==> src/rtl/dctmr_pkg.sv <==
package dctmr_pkg;
   localparam int CTL_W = 7;
   localparam int B_EN    = 0;
   localparam int B_RST   = 1;
   localparam int B_LOAD  = 2;
   localparam int B_IEN   = 3;
   localparam int B_PEND  = 4;
   localparam int B_CHAIN = 5;
   localparam int B_HALT  = 6;

   typedef struct packed {
      logic halt;
      logic chain;
      logic pend;
      logic ien;
      logic load;
      logic rst;
      logic en;
   } tmr_ctl_t;
endpackage

==> src/rtl/dctmr_ctl_reg.sv <==
module dctmr_ctl_reg
   import dctmr_pkg::*;
(
   input  logic             clk,
   input  logic             rst_n,
   input  logic             ctl_we_i,
   input  logic [CTL_W-1:0] wdata_i,
   input  logic             expire_i,
   output tmr_ctl_t         ctl_o,
   output logic             irq_set_o
);
   tmr_ctl_t ctl_q, ctl_d, wr_val;

   always_comb begin
      wr_val      = tmr_ctl_t'(wdata_i);
      wr_val.load = 1'b0;
      wr_val.pend = wdata_i[B_PEND] ? 1'b0 : ctl_q.pend;
   end

   always_comb begin
      ctl_d = ctl_q;
      if (ctl_we_i) begin
         ctl_d = wr_val;
      end else if (expire_i) begin
         if (ctl_q.ien) ctl_d.pend = 1'b1;
         if (!ctl_q.rst) ctl_d.en = 1'b0;
      end
   end

   always_ff @(posedge clk or negedge rst_n) begin
      if (!rst_n) ctl_q <= '0;
      else        ctl_q <= ctl_d;
   end

   assign ctl_o     = ctl_q;
   assign irq_set_o = expire_i & ctl_q.ien;
endmodule

==> src/rtl/dctmr_down_cnt.sv <==
module dctmr_down_cnt #(
   parameter int CNT_W = 32
) (
   input  logic             clk,
   input  logic             rst_n,
   input  logic             tick_i,
   input  logic             any_we_i,
   input  logic             cnt_we_i,
   input  logic             rld_we_i,
   input  logic             load_i,
   input  logic             en_i,
   input  logic             restart_i,
   input  logic [CNT_W-1:0] wdata_i,
   output logic [CNT_W-1:0] cnt_o,
   output logic [CNT_W-1:0] rld_o,
   output logic             expire_o
);
   localparam logic [CNT_W-1:0] ONE  = {{(CNT_W-1){1'b0}}, 1'b1};
   localparam logic [CNT_W-1:0] ZERO = '0;

   logic [CNT_W-1:0] cnt_q, cnt_d, rld_q;
   logic             step;
   logic             at_zero;

   assign step     = tick_i & en_i & ~any_we_i;
   assign at_zero  = (cnt_q == ZERO);
   assign expire_o = step & at_zero;

   always_comb begin
      cnt_d = cnt_q;
      if (cnt_we_i)      cnt_d = wdata_i;
      else if (load_i)   cnt_d = rld_q;
      else if (step) begin
         if (!at_zero)       cnt_d = cnt_q - ONE;
         else if (restart_i) cnt_d = rld_q;
      end
   end

   always_ff @(posedge clk or negedge rst_n) begin
      if (!rst_n) begin
         cnt_q <= '0;
         rld_q <= '0;
      end else begin
         cnt_q <= cnt_d;
         if (rld_we_i) rld_q <= wdata_i;
      end
   end

   assign cnt_o = cnt_q;
   assign rld_o = rld_q;
endmodule

==> src/rtl/dctmr_channel.sv <==
module dctmr_channel
   import dctmr_pkg::*;
#(
   parameter int CNT_W   = 32,
   parameter bit IRQ_REG = 1'b1
) (
   input  logic             clk,
   input  logic             rst_n,
   input  logic             tick_i,
   input  logic             cnt_we_i,
   input  logic             rld_we_i,
   input  logic             ctl_we_i,
   input  logic [CNT_W-1:0] wdata_i,
   output logic [CNT_W-1:0] cnt_o,
   output logic [CNT_W-1:0] rld_o,
   output logic [6:0]       ctl_o,
   output logic             irq_o
);
   initial begin
      assert (CNT_W >= 8 && CNT_W <= 64)
         else $error("dctmr_channel: CNT_W must lie in 8..64");
   end

   tmr_ctl_t ctl;
   logic     any_we, expire, irq_set, load_req;

   assign any_we   = cnt_we_i | rld_we_i | ctl_we_i;
   assign load_req = ctl_we_i & wdata_i[B_LOAD];

   dctmr_ctl_reg u_ctl (
      .clk       (clk),
      .rst_n     (rst_n),
      .ctl_we_i  (ctl_we_i),
      .wdata_i   (wdata_i[CTL_W-1:0]),
      .expire_i  (expire),
      .ctl_o     (ctl),
      .irq_set_o (irq_set)
   );

   dctmr_down_cnt #(.CNT_W(CNT_W)) u_cnt (
      .clk       (clk),
      .rst_n     (rst_n),
      .tick_i    (tick_i),
      .any_we_i  (any_we),
      .cnt_we_i  (cnt_we_i),
      .rld_we_i  (rld_we_i),
      .load_i    (load_req),
      .en_i      (ctl.en),
      .restart_i (ctl.rst),
      .wdata_i   (wdata_i),
      .cnt_o     (cnt_o),
      .rld_o     (rld_o),
      .expire_o  (expire)
   );

   generate
      if (IRQ_REG) begin : g_irq_ff
         logic irq_q;
         always_ff @(posedge clk or negedge rst_n) begin
            if (!rst_n) irq_q <= 1'b0;
            else        irq_q <= irq_set;
         end
         assign irq_o = irq_q;
      end else begin : g_irq_comb
         assign irq_o = irq_set;
      end
   endgenerate

   assign ctl_o = ctl;
endmodule

==> config.mk <==
export PLATFORM = sky130hd
export DESIGN_NAME = dctmr_channel
export DESIGN_NICKNAME = d
export VERILOG_FILES = /design/src/rtl/dctmr_pkg.sv /design/src/rtl/dctmr_ctl_reg.sv /design/src/rtl/dctmr_down_cnt.sv /design/src/rtl/dctmr_channel.sv
export SDC_FILE = /design/constraint.sdc
export NUM_CORES = 1
export LEC_CHECK = 0
export ABC_AREA = 1
export ABC_CLOCK_PERIOD_IN_PS = 2300
export BUFFER_PORTS_ARGS = -buffer_cell sky130_fd_sc_hd__buf_2
export CORE_MARGIN = 8
export CORE_UTILIZATION = 46
export CTS_CLUSTER_DIAMETER = 30
export DETAILED_ROUTE_END_ITERATION = 12
export GPL_TIMING_DRIVEN = 1
export MAX_ROUTING_LAYER = met4
export PLACE_DENSITY = 0.75
export RECOVER_POWER = 25
export SKIP_CTS_REPAIR_TIMING = 1
export SLEW_MARGIN = 10
export SYNTH_ARGS = -nofsm -noshare
export SYNTH_HDL_FRONTEND = slang
export SYNTH_SLANG_ARGS = --single-unit
export TNS_END_PERCENT = 100
==> constraint.sdc <==
create_clock -name clk -period 2.3 [get_ports clk]
set_clock_uncertainty 0.1 [all_clocks]
set_input_delay 0.69 -clock clk [delete_from_list [all_inputs] [get_ports clk]]
set_output_delay 0.69 -clock clk [all_outputs]
set_load 0.02 [all_outputs]
# --- Word-level counts from Yosys, hierarchy flattened ---
# Cells that the tools add are included.
totals:
  reg_bits: 71
  inputBits: 38
  out_inout_bits: 72
  elab_cells: 40
op_classes:
  n_addsub: 1
  n_eq_ne: 3
  n_mux: 12
  bitwise: 8
  n_reduce_logical: 7
op_table:
  columns: ["op", "count"]
  rows:
  - ["two-way mux 32 bit", 5]
  - ["logical NOT 32 bit", 1]
  - ["subtractor 32 x 1 -> 32 bit, second input constant", 1]
  - ["two-way mux 1 bit", 7]
  - ["bitwise AND 1 bit", 5]
  - ["!= test 4 bit, second input constant", 1]
  - ["AND reduction 2 bit", 2]
  - ["nonzero test 2 bit", 2]
  - ["AND reduction 3 bit", 1]
  - ["nonzero test 3 bit", 1]
  - ["!= test 2 x 1 -> 1 bit, second input constant", 1]
  - ["!= test 2 bit, second input constant", 1]
  - ["bitwise OR 1 bit", 2]
  - ["NOT 1 bit", 1]

# --- Logic depth before layout (Yosys ltp) ---
depth:
  word_depth: 7
  mapped_depth: 13

# --- Cells and area by module ---
# Synthesis repeated with hierarchy kept, for this count alone.
unflattened:
  hier_cells: 583
  hier_area_um2: 4310.4
modules_own_cells:
  columns: ["mod", "n_inst", "cells_per_inst", "area_each_um2", "seq_area_each_um2"]
  rows:
  - ["dctmr_down_cnt", 1, 544, 3998.8, 1601.5]
  - ["dctmr_ctl_reg", 1, 33, 267.8, 150.1]
  - ["dctmr_channel", 1, 6, 43.8, 25.0]

# --- Least setup slack after synthesis ---
# Ideal clock, no wire load.
synth_timing:
  path_kind: "in2reg"
  start: "in cnt_we_i"
  end: "reg u_cnt.cnt_q[23] (netlist: u_cnt.cnt_o[23])"
  setup_ns: 0.117
  t_arrival_ns: 1.696
  setup_slack_ns: 0.387
  cell_stages: 7
  cell_sequence: "buf_2 > inv_1 > clkbuf_1 > buf_1 > nand3_1 > nand2_1 > nand2_1"
synth_between:
  elab_chain_len: 6
  word_cells_on_any_way: 8
  cone_classes: "eq/ne: 1; mux: 1; bitwise: 4; reduce/logical: 2"
synth_rtl:
  columns: ["item", "line", "source"]
  rows:
  - ["from (decl)", "dctmr_channel.sv:10", "input logic cnt_we_i,"]
  - ["bitwise OR 1 bit (2 in a row)", "dctmr_channel.sv:27", "assign any_we = cnt_we_i | rld_we_i | ctl_we_i;"]
  - ["NOT 1 bit", "dctmr_down_cnt.sv:25", "assign step = tick_i & en_i & ~any_we_i;"]
  - ["bitwise AND 1 bit", "dctmr_down_cnt.sv:25", null]
  - ["nonzero test 3 bit (no source line)", null, null]
  - ["AND reduction 2 bit (no source line)", null, null]
  - ["to (signal assigned)", "dctmr_down_cnt.sv:44", "cnt_q <= cnt_d;"]
  - ["to (decl)", "dctmr_down_cnt.sv:21", "logic [CNT_W-1:0] cnt_q, cnt_d, rld_q;"]
# Several ways; a longest one is shown, not always the timed one.
# A chain may end at the register's enable or synchronous reset.

# --- Final worst setup path ---
layout_timing:
  start: "reg u_cnt.cnt_q[9] (netlist: u_cnt.cnt_o[9])"
  end: "reg u_cnt.cnt_q[12] (netlist: u_cnt.cnt_o[12])"
layout_between:
  elab_chain_len: 5
  word_cells_on_any_way: 8
  cone_classes: "add/sub: 1; eq/ne: 1; mux: 4; reduce/logical: 2"
layout_rtl:
  columns: ["item", "line", "source"]
  rows:
  - ["subtractor 32 x 1 -> 32 bit / logical NOT 32 bit (equally long branches)", "dctmr_down_cnt.sv:34, dctmr_down_cnt.sv:26", null]
  - ["two-way mux 32 bit", "dctmr_down_cnt.sv:34", "if (!at_zero) cnt_d = cnt_q - ONE;"]
  - ["two-way mux 32 bit", "dctmr_down_cnt.sv:33", "else if (step) begin"]
  - ["two-way mux 32 bit", "dctmr_down_cnt.sv:32", "else if (load_i) cnt_d = rld_q;"]
  - ["two-way mux 32 bit", "dctmr_down_cnt.sv:31", "if (cnt_we_i) cnt_d = wdata_i;"]
# Several ways; a longest one is shown, not always the timed one. The select of a mux whose other input is x is not followed.

==> impl_metrics.ini <==
[worst_setup_path]
startpoint = u_cnt.cnt_o[9]
critPathLaunchType = flop
r2r_setup_slack_ps = 200
r2r-end = u_cnt.cnt_o[12]
path_depth = 10
r2r_cells = 10
critical_path.max_fanout = 16
rr_startpoint = u_cnt.cnt_o[9]
cp-end-kind = flop
cp.arrival_ps = 2240
crit_required_ps = 2440
slowest_delay_ps = 490
critPathMostFrequentCell = nand2_1
crit_slowest_cell = dfrtp_1
crit_type = flop to flop
crit_end = u_cnt.cnt_o[12]
cp_cell_sequence = nor2_2, nand2_2, nor2_4, nand2_2, nor2_2, nor2_4, nand2_1, nand3_1, nand2_1, nand2_1
path_delay_family = simple AND/OR/NAND/NOR gates
critPathBufInv = 0

[synth]
synth_area_leaders = dfrtp_1, nand2_1, nor2_1
synthAdderAreaFrac_pct = 0.5533
ys_warn_count = 0
synth_top_family_by_area = simple AND/OR/NAND/NOR gates
netlist_instances = 634
synth_mux_area_share_pct = 7.469
synth_top_cell_by_area = dfrtp_1
ys_seq_elements = 71
synth.distinct_cells = 28
synth_seq_area_share_pct = 39.28
synth-compound-area-share_pct = 3.375
netlist_area_um2 = 4523
synth.net_count = 674
avgSynthCellArea_um2 = 7.134
synthSimpleGateAreaFrac_pct = 40.33
synth_xor_area_share_pct = 1.355
synth_top_area_share_pct = 39.28

[min_path]
hold_path.class = flop to flop

[floorplanning]
rows = 36
fp.dieW_um = 115.2
core_area_um2 = 9639
die_h_um = 115.2
initial_core_util_pct = 46.92
ios = 110
die_area_um2 = 13260

[cts]
cts.path.max_buffers = 2
cts-root-buf = clkbuf_8
insertion_delay_ps = 350
h-tree-depth = 3
clkSinkCount = 71
numCtsBuffers = 9
clkTransAtPathRegs_ps = 70
cts_tree = done

[grt]
grt-ovfl-total = 0
grt_pass1_vias = 4413
grtUsageTotal_pct = 21.01
grt_pass1_wl_um = 21730
antenna_found_initial = 0
grt_max_degree = 59

[drt]
antenna_left = 0
topRoutingLayerUsed = met4
drt-wirelength-per-cell_um = 15.18
wl_um = 13310
via_count = 4464
routed_via_density = 5.090
wl_met2_um = 6491
dr_wl_met3_um = 528
drt-met1-wl_um = 6024
drc = 0
drtIter0Drc = 211
firstDrtPassIters = 5

[timing]
slew_headroom_pct = 18.35
min_period_ps = 2099
max_slew.worst_pin.slew_ps = 1225
rsz0062_at_grt = no
fin_crit_sh_pct = 91.28
max_freq_mhz = 476.3
report.final.slew_viol_count = 0
worst_slack_ps = 200.5
fin_setup_tns_ps = 0
hold_viol_final = 0
setup_viol = 0

[outcome]
status = finished, final reports clean

[finish]
layout-drive-gt1-share_pct = 26.08
antenna_cells = 0
fillers = 971
area_growth_pct = 17.70
layout.nets = 781

[place]
hpwl_um = 9824
place.gp.congestion = 0.8883
pre_cts_slack_ps = 47.44
io_buffers = 108

[power]
p_leak_nw = 2.705
peakVddDrop_uv = 331.7
cellPowerDensity_nw_per_um2 = 662.7

[flow_run]
max_cap_violations = 0
-- state kept, by name (all words and copies together) (netlist names) --
name,flops
irq_o,1
u_cnt.cnt_o,32
u_cnt.rld_o,32
u_ctl.ctl_o,6
-- cell usage in the layout (no fill, tap or decap), drive strengths merged, types with 2 or more instances in the layout --
master | Yosys | final
xor2 | 2 | 2
o21ai | 15 | 15
inv | 37 | 37
xnor2 | 5 | 5
nand2 | 232 | 232
a21oi | 9 | 9
nand3 | 50 | 50
ha | 2 | 2
o21bai | 2 | 2
nand3b | 2 | 2
buf | 20 | 118
nor2 | 138 | 139
dfrtp | 71 | 71
clkinv | 0 | 2
clkbuf | 6 | 15
nand4 | 9 | 9
mux2 | 30 | 30
-- through the flow --
| stage | std cells | hold slack (ps) | power, mW | utilization (%) | area, um2 |
|---|---|---|---|---|---|
| 6_report | 877 | 376.7 | 3.528 | 55.23 | 5324 |
| 5_1_grt | 877 | 413.7 | 3.744 | 55.23 | 5324 |
| 4_1_cts | 876 | 220.9 | 3.554 | 55.19 | 5320 |
| 3_5_place_dp | 862 | 361.8 | 2.715 | 53.69 | 5175 |
| 3_3_place_gp | 862 | 348.8 | 2.685 | 53.69 | 5175 |
| 2_1_floorplan | 634 | 294.4 | 2.310 | - | 4523 |
-- worst min path at each step --
stage / startpoint / endpoint / slack [ps] / cells after the start
finish: u_ctl.ctl_o[5] / u_ctl.ctl_o[5] / 380 / 2
floorplan: rst_n / irq_o / 290 / 0
global placement: u_ctl.ctl_o[6] / u_ctl.ctl_o[6] / 350 / 2
global route: u_ctl.ctl_o[5] / u_ctl.ctl_o[5] / 410 / 2
detailed placement: u_ctl.ctl_o[5] / u_ctl.ctl_o[5] / 360 / 2
CTS: rst_n / u_cnt.cnt_o[2] / 220 / 1
-- cell families after synthesis --
group	after synthesis
xor+xnor	7
fa+ha+maj	2
flops	71
compound gates	27
buf+inv	63
other cells	1
simple gates	433
mux	30
-- cell usage after synthesis --
cell	number
nand2_1	217
o21ai_0	14
nand4_1	9
conb_1	1
xnor2_1	5
nand3b_1	2
nand3_1	50
dfrtp_1	71
a21oi_1	9
o21ai_4	1
nand2_4	1
buf_1	2
nor2_2	9
nor2_4	5
ha_1	2
nor2_1	124
inv_1	37
buf_2	3
o22ai_1	1
nor3_1	1
clkbuf_1	6
o21bai_1	2
xor2_1	2
mux2_2	30
nand2_2	14
buf_4	3
buf_6	12
or2_2	1
-- routing by layer --
metal / GRT usage, % / vias up
li1: - / 2201
met1: 26.53 / 2120
met2: 33.79 / 123
met3: 2.468 / 20
met4: 8.056 / 0
met5: - / -
-- worst reg2reg max path, delay by kind of cell (launching register included) --
family / cells / cell delay (ps)
simple gates: 10 / 1400
flops: 1 / 490
-- cell type report --
| class | count | area, um2 | share of cell area [%] |
|---|---|---|---|
| clock buffers | 12 | 135.1 | 2.538 |
| clock inverters | 2 | 10.01 | 0.1880 |
| inverters | 37 | 138.9 | 2.609 |
| multi-input cells | 501 | 2426 | 45.57 |
| flip-flops and latches | 71 | 1777 | 33.37 |
| well taps | 133 | 166.4 | 3.126 |
| repair buffers | 121 | 670.6 | 12.60 |
-- power by group --
| group | total [mW] | internal [mW] | switching, mW |
|---|---|---|---|
| Combinational | 1.10 | 0.397 | 0.707 |
| Sequential | 1.59 | 1.39 | 0.190 |
| Clock | 0.840 | 0.378 | 0.462 |
No activity file was read; power rests on OpenSTA's default activity.
